**src/rtl/rxq_fifo.sv**
```systemverilog
`timescale 1ns/1ps
module rxq_fifo #(
  parameter int DW       = 8,
  parameter int DEPTH    = 16,
  parameter int TO_TICKS = 4
) (
  input  logic          clk,
  input  logic          rst_n,
  input  logic          wr_en,
  input  logic [DW-1:0] wr_data,
  input  logic          rd_en,
  input  logic          fifo_on,
  input  logic [1:0]    trig_sel,
  input  logic          char_tick,
  output logic [DW-1:0] rd_data,
  output logic          data_rdy,
  output logic          trig_irq,
  output logic          tout_irq,
  output logic          overrun
);
  localparam int AW = $clog2(DEPTH);
  localparam int CW = $clog2(DEPTH + 1);
  localparam int TW = $clog2(TO_TICKS + 1);

  logic [DW-1:0] mem [DEPTH];
  logic [AW-1:0] wp, rp;
  logic [CW-1:0] cnt, cap, thr;
  logic [TW-1:0] tmr;
  logic          mode_q, tout_q, ovr_q;

  wire flush   = fifo_on != mode_q;
  assign cap   = fifo_on ? CW'(DEPTH) : CW'(1);
  wire empty   = cnt == '0;
  wire full    = cnt >= cap;
  wire do_pop  = rd_en && !empty && !flush;
  wire do_push = wr_en && !flush && (!full || do_pop);
  wire drop    = wr_en && !flush && full && !do_pop;

  always_comb begin
    if (!fifo_on) thr = CW'(1);
    else begin
      case (trig_sel)
        2'd0:    thr = CW'(1);
        2'd1:    thr = CW'(4);
        2'd2:    thr = CW'(8);
        default: thr = CW'(14);
      endcase
    end
  end

  wire below    = cnt < thr;
  wire idle     = !do_push && !do_pop;
  wire tick_hit = char_tick && idle && !empty && below && tmr == TW'(TO_TICKS - 1);

  assign rd_data  = mem[rp];
  assign data_rdy = !empty;
  assign trig_irq = !below;
  assign tout_irq = tout_q;
  assign overrun  = ovr_q;

  always_ff @(posedge clk)
    if (do_push) mem[wp] <= wr_data;

  always_ff @(posedge clk or negedge rst_n) begin
    if (!rst_n) begin
      wp <= '0; rp <= '0; cnt <= '0; tmr <= '0;
      mode_q <= 1'b0; tout_q <= 1'b0; ovr_q <= 1'b0;
    end else begin
      mode_q <= fifo_on;
      if (flush) begin
        wp <= '0; rp <= '0; cnt <= '0; tmr <= '0;
        tout_q <= 1'b0; ovr_q <= 1'b0;
      end else begin
        if (do_push) wp <= (wp == AW'(DEPTH - 1)) ? '0 : wp + 1'b1;
        if (do_pop)  rp <= (rp == AW'(DEPTH - 1)) ? '0 : rp + 1'b1;
        cnt <= cnt + CW'(do_push) - CW'(do_pop);
        if (!idle || empty || !below) tmr <= '0;
        else if (char_tick && tmr != TW'(TO_TICKS)) tmr <= tmr + 1'b1;
        if (rd_en) tout_q <= 1'b0;
        else if (tick_hit) tout_q <= 1'b1;
        if (drop) ovr_q <= 1'b1;
        else if (rd_en) ovr_q <= 1'b0;
      end
    end
  end


  ovr_set_chk: assert property (@(posedge clk) disable iff (!rst_n)
    drop |=> overrun);

  both_keep_chk: assert property (@(posedge clk) disable iff (!rst_n)
    (do_push && do_pop) |=> cnt == $past(cnt));

  empty_pop_chk: assert property (@(posedge clk) disable iff (!rst_n)
    (rd_en && !wr_en && empty && !flush) |=> !data_rdy);

  tout_clr_chk: assert property (@(posedge clk) disable iff (!rst_n)
    rd_en |=> !tout_irq);

  tout_quiet_chk: assert property (@(posedge clk) disable iff (!rst_n)
    (!tout_irq && (empty || !below)) |=> !tout_irq);

  flush_chk: assert property (@(posedge clk) disable iff (!rst_n)
    flush |=> (!data_rdy && !overrun && !tout_irq));
endmodule

```
**config.mk**
```make
export PLATFORM = sky130hd
export DESIGN_NAME = rxq_fifo
export DESIGN_NICKNAME = d
export VERILOG_FILES = /design/src/rtl/rxq_fifo.sv
export SDC_FILE = /design/constraint.sdc
export NUM_CORES = 1
export LEC_CHECK = 0
export ABC_AREA = 1
export BUFFER_PORTS_ARGS = -buffer_cell sky130_fd_sc_hd__buf_2
export CAP_MARGIN = 20
export CORE_MARGIN = 2
export CORE_UTILIZATION = 60
export DETAILED_ROUTE_END_ITERATION = 16
export PLACE_DENSITY = 0.78
export SETUP_SLACK_MARGIN = 0.5
export SYNTH_ARGS = -nofsm -noshare
export SYNTH_HDL_FRONTEND = slang
export SYNTH_SLANG_ARGS = --single-unit
```
**constraint.sdc**
```tcl
create_clock -name clk -period 6.7 [get_ports clk]
set_input_delay 2.01 -clock clk [delete_from_list [all_inputs] [get_ports clk]]
set_output_delay 2.01 -clock clk [all_outputs]
set_load 0.005 [all_outputs]
```
==> key figures, run 1 <==
Status
  – Status: finished, final reports clean

STA
  – Worst Tran Pin Value: 1.00 ns
  – Layout Skew: 0.00959 ns
  – Fin crit share: 77.2%
  – Sum of negative setup slack: 0 ns
  – Final Hold Viols: 0
  – Unrepaired setup endpoints after global routing: no
  – # setup viols final: 0
  – Clock period minus worst slack: approximately 5.2 ns
  – Slew Viols, Final: 0
  – Fmax: approximately 190 MHz
  – Setup WS post-layout: 1.53 ns
  – Worst relative slew slack: 33.0%

CTS
  – Clock slew at reported path FFs: 0.06 ns
  – CTS tree: built
  – Max Root-Sink Buffers: 2
  – Hold buffers post-CTS: 0
  – Post-CTS Setup Bufs: 0
  – Worst skew pair latency: 0.53 ns
  – CTS Buf Count: 17
  – Post-CTS Resized: 0
  – CTS root buffer: clkbuf_8
  – Clock Sinks: 147
  – H-Tree Depth: 4

Synthesis
  – Mean Syn Cell Area: 11.1 um2
  – Synth Net Count: 626
  – Area share of the largest cell type after synthesis: 58.7%
  – Post-Syn Instances: 588
  – Synth top area cells: edfxtp_1 (59%), dfrtp_1 (7.3%), nand2_1 (7.2%)
  – Prevailing post-synth register cell: edfxtp_1
  – Yosys cell types: 30
  – Post-synth EDFFs: 128
  – Syn. warnings: 0
  – Sequential-to-total area share from yosys stat: 66.0%
  – Area leader, netlist: edfxtp_1
  – FF+latch count, synth: 147
  – Post-synth ARST share: 12.9%
  – Synthesized area: 0.00654 mm2

Placed design
  – Pre-CTS setup slack: 1.53 ns
  – Port buffer count: 27
  – Dpl hpwl: 9.31 mm
  – RD Place Congestion: around 0.86

Routing
  – DRT iter0 DRCs: 381
  – Initial DRT Pass Iterations: 5
  – Vias per cell: just under 6
  – DR WL/cell: 18.7 um
  – Total wire length: 14.5 mm
  – DRC: 0
  – DR vias: 4,583
  – Routed Antenna Nets: 0

Critical path
  – CP endpoint kind: output pin
  – Crit start category: primary input
  – Maximum fanout along the worst path: 6
  – R2r startpoint: cnt[2]$_DFF_PN0_
  – Setup Crit Path Kind: in2out
  – RR Endpoint: cnt[4]$_DFF_PN0_
  – Reg2Reg Depth: 16
  – Worst Path Required: 4.69 ns
  – Crit path arrival time: approximately 3.2 ns
  – R2R setup slack: 3.69 ns

Pwr
  – Cell Pwr Density: 336 mW/mm2
  – Peak supply drop: around 0.00025 V
  – P_leak: between 2 and 3 nW

Layout
  – Layout cell share with drive strength beyond 1: 14.2%
  – Nets@finish: 658
  – Fill count: approximately 760
  – Area Overhead vs Synth: 13.0%

Global routing
  – Global-route wire length before repair: 22.5 mm
  – Vias in the first global route: 4,422
  – GRT Overall Usage: a little over a quarter
  – Largest net degree at the start of global routing: 65
  – Initial antenna violation count: 1
  – Gr ovfl total: 0

Floorplanning
  – Io pins: 28
  – Die area: 0.0118 mm2
  – Starting density of the core: 60.9%
  – Die width: roughly 110 um
  – # rows: 38
  – Die Ht: between 100 and 150 um
  – Core Box Area: 0.0107 mm2

Worst hold path
  – Type of the worst min-delay path: reg2reg
  – Hold path endpoint: tout_irq$_DFFE_PN0P_
  – Min-delay src: tout_irq$_DFFE_PN0P_
  – Hold Crit Depth: 2

Job
  – Max-Cap Viols: 0
## critical path, stage by stage
cell     delay, ns
buf_2         0.14
nand2_1       0.09
ha_1          0.18
or2_2         0.27
a21oi_1       0.21
nand2_1       0.12
buf_2         0.14
## registers in the layout (all words and copies together) (netlist names)
| register | cells |
|---|---|
| cnt | 5 |
| mem | 128 |
| wp | 4 |
| mode_q | 1 |
| tout_irq | 1 |
| rp | 4 |
| tmr | 3 |
| overrun | 1 |
## final cells by class
cell class	count	area (um2)	area share, %
clock buffer	22	485	6.57
clock inverter	10	72.6	0.981
multi-input combinational	376	1960	26.5
antenna	1	2.50	0.0338
sequential	147	4320	58.4
timing repair buffer	41	240	3.25
inverter	37	139	1.88
tap	140	175	2.37
## power by group
part	switching (mW)	internal, mW	total, mW
Clock	0.360	0.510	0.870
Combinational	0.382	0.177	0.559
Sequential	0.0269	1.03	1.06
Total	0.768	1.72	2.48
## synthesized netlist by cell type (3+ instances only)
library cell,instances
edfxtp_1,128
nand2_1,125
nor2_1,63
o21ai_0,44
inv_1,35
a21oi_1,33
nand3_1,32
ha_1,21
dfrtp_1,19
nor3_1,15
buf_2,13
o211ai_1,12
clkbuf_1,9
nand4_1,5
a31oi_1,4
buf_4,4
nand2_4,3
o22ai_1,3
or2_2,3
## worst max-delay path by stage
| stage | endpoint | slack [ns] | start |
|---|---|---|---|
| global placement | trig_irq | 1.60 | fifo_on |
| global route | trig_irq | 1.47 | fifo_on |
| CTS | trig_irq | 1.53 | fifo_on |
| detailed placement | trig_irq | 1.53 | fifo_on |
| floorplan | trig_irq | 1.95 | trig_sel[1] |
| finish | trig_irq | 1.53 | fifo_on |
## per-layer routing
layer  GRT usage [%]  part of all wire, %
met3            6.51                  7.9
met4            13.5                  3.4
met2            44.1                   51
met5               0                    0
met1            32.2                   37
## cells in the final DEF, fill, tap and decap left out
master and count:
xor2_1 2, nand3_4 1, clkinv_2 3, nor2_4 2
o211ai_1 12, buf_4 14, inv_1 35, clkbuf_1 2
a31oi_1 4, inv_2 2, clkbuf_8 2, o31ai_1 1
a21oi_1 33, nor3_1 10, clkinv_4 2, xnor2_1 2
nand2_1 125, o22ai_1 3, diode_2 1, buf_2 27
nor2_1 63, a21boi_0 1, nand4_1 5, or2_2 3
dfrtp_1 18, nand2_4 3, clkinvlp_4 3, nand2_2 2
fa_1 1, dfrtp_2 1, o21ai_1 1, nand3_1 32
edfxtp_1 128, ha_1 21, inv_6 2, o21ai_0 44
clkbuf_16 18, nor3_2 5
## cell families (layout without fill, tap and decap cells)
logic type      after synthesis  count (layout)  share of synthesized area, %
simple gates                251             251                          16.5
flops                       147             147                          66.0
compound gates               99              99                          8.24
buf+inv                      65             110                          4.44
fa+ha+maj                    22              22                          4.32
xor+xnor                      4               4                         0.535
other cells                   0               1                             0
## stage by stage
stage          area, um2  utilization (%)  hold WS [ns]  power [mW]  cells
2_1_floorplan       6540                -         0.511        1.46    588
3_3_place_gp        6830             63.6         0.503        1.59    741
3_5_place_dp        6830             63.6         0.523        1.62    741
4_1_cts             7390             68.8         0.534        2.49    773
5_1_grt             7390             68.8         0.563        2.60    773
6_report            7390             68.8         0.528        2.48    774
Power figures use the tool's default switching activity.
==> run 2, diff against run 1 <==
- clock period: 6.7 -> 5 ns (I/O delays scaled with it)
==> run 2 against run 1 <==
  * Register-to-register slack worse by 1.7 ns
  * First-iteration DRC count up 13%
  * Critical endpoint is now rd_data[6]
  * Largest power group unchanged
  * Clock power up 34%
  * Critical path type is now reg2out
  * Sequential cell count unchanged
  * Power up 34%
  * Die area unchanged
  * Via count down 0.81%
  * Global-route usage up 0.23 points
==> key figures, run 2 (synthesized netlist as in run 1, its figures left out) <==
Routing
  – DRT iter0 DRCs: 432 (+13%)
  – Routed Antenna Nets: 0 (unchanged)
  – DRC: 0 (unchanged)
  – DR vias: 4,546 (-0.81%)
  – Vias per cell: 5.84 (-1.3%)
  – DR WL/cell: 19.0 um (+1.6%)
  – Initial DRT Pass Iterations: 6 (+1)
  – Total wire length: 14.8 mm (+2.1%)

STA
  – Setup WS post-layout: 0.765 ns (-0.763 ns)
  – Fin crit share: 84.7%
  – Worst relative slew slack: 44.5% (+11 points)
  – Sum of negative setup slack: 0 ns (unchanged)
  – Final Hold Viols: 0 (unchanged)
  – Worst Tran Pin Value: 0.830 ns (-0.171 ns)
  – Layout Skew: 0.00871 ns (-0.000889 ns)
  – Slew Viols, Final: 0 (unchanged)
  – # setup viols final: 0 (unchanged)
  – Clock period minus worst slack: 4.23 ns
  – Fmax: 236 MHz
  – Unrepaired setup endpoints after global routing: no
  – Hold slack: 0.544 ns (+0.0168 ns)

Floorplanning
  – Die width: 108 um (unchanged)
  – Die area: 0.0118 mm2 (unchanged)
  – Io pins: 28 (unchanged)
  – # rows: 38 (unchanged)
  – Die Ht: 108 um (unchanged)
  – Starting density of the core: 60.9% (unchanged)
  – Core Box Area: 0.0107 mm2 (unchanged)

Status
  – Status: finished, final reports clean

Critical path
  – Crit start category: register
  – Critical path origin: rp[2]$_DFFE_PN0P_
  – Crit-path max cell delay: 0.58 ns (+0.31 ns)
  – Slowest CP cell: dfrtp_1
  – Top delay family on crit path: simple AND/OR/NAND/NOR gates
  – R2R setup slack: 2.00 ns (-1.69 ns)
  – Buf/Inv on CP: 2 (unchanged)
  – CP endpoint kind: output pin
  – Critical path's most frequent cell: nand2_1
  – Worst Path Required: 3.50 ns (-1.19 ns)
  – CP Cell Sequence: inv_1, nor2_4, nand3_1, nand2_1, a21oi_1, o21ai_0, nand2_1, buf_2
  – Setup Crit Path Kind: reg2out
  – Crit path arrival time: 2.73 ns (-0.43 ns)
  – Maximum fanout along the worst path: 16 (+10)
  – R2r startpoint: cnt[2]$_DFF_PN0_

CTS
  – CTS tree: built
  – Hold buffers post-CTS: 0 (unchanged)
  – H-Tree Depth: 4 (unchanged)
  – Worst skew pair latency: 0.52 ns (about the same)
  – Clock Sinks: 147 (unchanged)
  – Max Root-Sink Buffers: 2 (unchanged)
  – Post-CTS Setup Bufs: 0 (unchanged)
  – Clock slew at reported path FFs: 0.06 ns (about the same)
  – CTS Buf Count: 17 (unchanged)
  – Post-CTS Resized: 0 (unchanged)
  – CTS root buffer: clkbuf_8

Layout
  – Core Util, Final: 68.8% (about the same)
  – Largest register FFs: 128 (unchanged)
  – Layout cell share with drive strength beyond 1: 13.5% (-0.74 points)
  – Inserted Diodes: 0 (-1)
  – Top reg by flops: mem
  – Nets@finish: 663 (+0.76%)
  – Area Overhead vs Synth: 12.9% (about the same)
  – Most common cell after layout, fill and taps aside: edfxtp_1
  – Largest regs: mem: 128 flops, cnt: 5 flops
  – Most frequent cells in the layout: edfxtp_1 (128), nand2_1 (125), nor2_1 (63)

Worst hold path
  – Type of the worst min-delay path: reg2reg
  – Min-delay src: tout_irq$_DFFE_PN0P_

Placed design
  – Dpl hpwl: 9.24 mm (-0.71%)
  – RD Place Congestion: 0.905 (+5.5%)
  – Pre-CTS setup slack: 0.868 ns (-0.661 ns)
  – Port buffer count: 27 (unchanged)

Pwr
  – P_leak: 2.85 nW (+0.50%)
  – Peak supply drop: 0.000297 V (+18%)
  – Cell Pwr Density: 451 mW/mm2 (+34%)

Global routing
  – Global-route wire length before repair: 22.8 mm (+0.95%)
  – Vias in the first global route: 4,468 (+1.0%)
  – GRT Overall Usage: 26.7% (+0.23 points)
  – Initial antenna violation count: 0 (-1)
  – Largest net degree at the start of global routing: 66 (+1.5%)
  – Gr ovfl total: 0 (unchanged)

Job
  – Max-Cap Viols: 0 (unchanged)
==> run 2: cell type report <==
| cell class | instances | area [um2] |
|---|---|---|
| Clock inverter | 9 | 108 |
| Sequential cell | 147 | 4320 |
| Tap cell | 140 | 175 |
| Timing Repair Buffer | 46 | 278 |
| Clock buffer | 23 | 437 |
| Fill cell | 763 | 3350 |
| Inverter | 37 | 139 |
| Multi-Input combinational cell | 376 | 1930 |
==> run 2: worst register-to-register path: cells and delay by family, from the launching register on <==
family / cells / cell delay, ns
fa+ha+maj: 4 / 1.14
simple gates: 8 / 0.95
flops: 1 / 0.41
buf+inv: 2 / 0.20
xor+xnor: 1 / 0.16
compound gates: 1 / 0.06
==> run 2: worst paths after layout <==
kind | to | cells after the start
max | rd_data[6] | 8
min reg2reg | tout_irq$_DFFE_PN0P_ | 2
min | tout_irq$_DFFE_PN0P_ | 2
min in group asynchronous | tmr[1]$_DFFE_PN0P_ | 1
max reg2reg | cnt[4]$_DFF_PN0_ | 16
max in group asynchronous | rp[0]$_DFFE_PN0P_ | 1
==> run 2: layer usage <==
layer,global-route usage (%),vias to the layer above,wire [um]
li1,-,2126,-
met5,0,-,0
met2,45.1,218,7440
met1,32.7,2162,5630
met3,6.63,40,1300
met4,11.8,0,441
==> run 2: power by group <==
part / switching (mW) / internal [mW] / total [mW]
Sequential: 0.0326 / 1.38 / 1.41
Clock: 0.462 / 0.708 / 1.17
Combinational: 0.508 / 0.241 / 0.749
==> run 2: metrics by stage <==
stage / instance area (um2) / cells / power (mW)
after global routing: 7390 / 778 / 3.50
after CTS: 7390 / 778 / 3.34
after detailed placement: 6850 / 746 / 2.18
after global placement: 6850 / 746 / 2.14
final: 7390 / 778 / 3.33
after floorplan: 6540 / 588 / 1.96
==> run 3, diff against run 2 <==
- clock period: 5 -> 4.2 ns (I/O delays scaled with it)
==> run 3 against run 2 <==
  * Die area is the same
  * Cell count grew 1.0%
  * Clock skew grew 0.00062 ns
  * Critical path depth shrank 1
  * Design area grew 1.6%
  * Non-clock buffer count grew 9
  * Worst setup slack lost 0.17 ns
  * Combinational power grew 20%
==> key figures, run 3 (synthesized netlist as in run 1, its figures left out) <==
Pwr
  – Sequential share of power: 42.2% (-0.2 points)
  – Comb pwr share: 22.5% (about the same)
  – P_leak: 2.91 nW (+2.0%)
  – Clock Power Share: 35.3% (+0.2 points)
  – Cell Pwr Density: 530 mW/mm2 (+18%)
  – Internal power: 2.79 mW (+20%)
  – Peak supply drop: 0.000322 V (+8.6%)
  – Switching Share: 29.9% (-0.18 points)
  – Pwr Total: 3.98 mW (+20%)
  – Net Switching: 1.19 mW (+19%)

Critical path
  – Worst Path Required: 2.94 ns (-0.56 ns)
  – Setup Crit Path Kind: in2out
  – Slowest CP cell: or2_2
  – Crit-path max cell delay: 0.28 ns (-0.30 ns)
  – Crit start category: primary input
  – CP Cell Sequence: buf_2, nand2_1, ha_1, or2_2, a21oi_2, nand2_1, buf_2
  – Crit path arrival time: 2.34 ns (-0.39 ns)
  – Maximum fanout along the worst path: 6 (-10)
  – CP endpoint kind: output pin

Floorplanning
  – Die width: 108 um (unchanged)
  – Starting density of the core: 60.9% (unchanged)
  – # rows: 38 (unchanged)
  – Die Ht: 108 um (unchanged)
  – Io pins: 28 (unchanged)
  – Core Box Area: 0.0107 mm2 (unchanged)
  – Die area: 0.0118 mm2 (unchanged)

CTS
  – Hold buffers post-CTS: 0 (unchanged)
  – Clock slew at reported path FFs: 0.06 ns (about the same)
  – CTS root buffer: clkbuf_8
  – Clock Sinks: 147 (unchanged)
  – Worst skew pair latency: 0.52 ns (about the same)
  – CTS Buf Count: 17 (unchanged)
  – H-Tree Depth: 4 (unchanged)
  – CTS tree: built
  – Max Root-Sink Buffers: 2 (unchanged)

Layout
  – Nets@finish: 672 (+1.4%)
  – Largest register FFs: 128 (unchanged)
  – Area Overhead vs Synth: 14.7%
  – Fill count: 718 (-5.9%)
  – Core Util, Final: 69.9% (+1.1 points)
  – Inserted Diodes: 0 (unchanged)
  – Design area: 0.00751 mm2 (+1.6%)
  – Most common cell after layout, fill and taps aside: edfxtp_1
  – Most frequent cells in the layout: edfxtp_1 (128), nand2_1 (124), nor2_1 (63)
  – Top reg by flops: mem
  – Layout cell share with drive strength beyond 1: 15.3% (+1.8 points)
  – Largest regs: mem: 128 flops, cnt: 5 flops

Routing
  – DR vias: 4,507 (-0.86%)
  – DR WL/cell: 18.1 um (-5.1%)
  – Total wire length: 14.2 mm (-4.1%)
  – DRT iter0 DRCs: 420 (-2.8%)
  – Vias per cell: 5.73 (-1.9%)
  – Routed Antenna Nets: 0 (unchanged)
  – Initial DRT Pass Iterations: 5 (-1)
  – DRC: 0 (unchanged)

STA
  – Worst relative slew slack: 58.4% (+14 points)
  – Worst Tran Pin Value: 0.619 ns (-0.211 ns)
  – Sum of negative setup slack: 0 ns (unchanged)
  – Unrepaired setup endpoints after global routing: no
  – Clock period minus worst slack: 3.60 ns
  – # setup viols final: 0 (unchanged)
  – Slew Viols, Final: 0 (unchanged)
  – Fin crit share: approximately 86%
  – Final Hold Viols: 0 (unchanged)
  – Layout Skew: 0.00932 ns (+0.000615 ns)
  – Fmax: between 200 and 300 MHz

Placed design
  – RD Place Congestion: 0.840 (-7.1%)
  – Port buffer count: 27 (unchanged)
  – Dpl hpwl: 9.11 mm (-1.4%)
  – DP Area: 0.00691 mm2 (+0.95%)

Global routing
  – Largest net degree at the start of global routing: 66 (unchanged)
  – Gr ovfl total: 0 (unchanged)
  – Vias in the first global route: 4,556 (+2.0%)
  – GRT Overall Usage: 26.0% (-0.75 points)
  – Global-route wire length before repair: 22.1 mm (-2.9%)
  – Initial antenna violation count: 0 (unchanged)

Status
  – Status: finished, final reports clean

Worst hold path
  – Type of the worst min-delay path: reg2reg

Job
  – Max-Cap Viols: 0 (unchanged)
==> run 3: cell types whose count changed in the layout (fill, tap and decap cells not counted), moves of 2 or more <==
cell	previous run	this run
inv_6	0	2
buf_12	0	2
buf_4	19	25
clkbuf_1	6	3
clkinv_2	3	1
==> run 3: through the flow <==
| step | std cells | setup WS (ns) | hold WS (ns) |
|---|---|---|---|
| floorplan | 588 | 0.675 | 0.511 |
| global placement | 753 | 0.434 | 0.504 |
| detailed placement | 753 | 0.308 | 0.509 |
| CTS | 784 | 0.504 | 0.519 |
| global route | 786 | 0.507 | 0.552 |
| finish | 786 | 0.596 | 0.519 |
==> run 3: layer usage <==
metal | vias up | part of all wire, % | wire length [um] | track usage, %
li1 | 2144 | - | - | -
met1 | 2126 | 38 | 5380 | 30.2
met2 | 198 | 50 | 7150 | 43.2
met3 | 39 | 8.3 | 1180 | 7.29
met4 | 0 | 3.5 | 490 | 14.9
met5 | - | 0 | 0 | 0
==> run 3: worst paths after layout <==
kind                                            from                    to  slack (ns)  depth (start not counted)
worst min-delay path            tout_irq$_DFFE_PN0P_  tout_irq$_DFFE_PN0P_        0.52                          2
worst min register to register  tout_irq$_DFFE_PN0P_  tout_irq$_DFFE_PN0P_        0.52                          2
min in group asynchronous                      rst_n    tmr[0]$_DFFE_PN0P_        0.68                          1
worst max-delay path                         fifo_on              trig_irq        0.60                          7
worst max register to register      cnt[2]$_DFF_PN0_      cnt[4]$_DFF_PN0_        1.28                         16
max in group asynchronous                      rst_n     rp[0]$_DFFE_PN0P_        3.18                          1
==> run 3: worst max-delay path: cells and delay by family <==
kind	cells	cell delay [ns]
and+or+nand+nor	3	0.45
AOI/OAI and AO/OA	1	0.18
buffers and inverters	2	0.27
adders and majority gates	1	0.18
==> run 3: layout make-up <==
cell class / count / area, um2 / share of cell area [%]
sequential: 147 / 4320 / 57.5
multi-input combinational: 376 / 1940 / 25.8
clock buffer: 20 / 425 / 5.67
timing repair buffer: 55 / 374 / 4.98
tap: 140 / 175 / 2.33
inverter: 37 / 141 / 1.88
clock inverter: 11 / 131 / 1.75
==> run 3: repair_timing <==
| action | CTS | global route |
|---|---|---|
| gates resized for setup | 0 | 5 |
| endpoints found under the setup margin | 0 | 6 |
| buffers inserted | 0 | 2 |
==> run 3: power groups by stage <==
| stage | sequential [mW] | combinational (mW) | clock [mW] |
|---|---|---|---|
| floorplan | 1.70 | 0.633 | 0 |
| global placement | 1.71 | 0.852 | 0 |
| detailed placement | 1.71 | 0.887 | 0 |
| CTS | 1.68 | 0.896 | 1.42 |
| global route | 1.69 | 1.02 | 1.48 |
| finish | 1.68 | 0.896 | 1.40 |
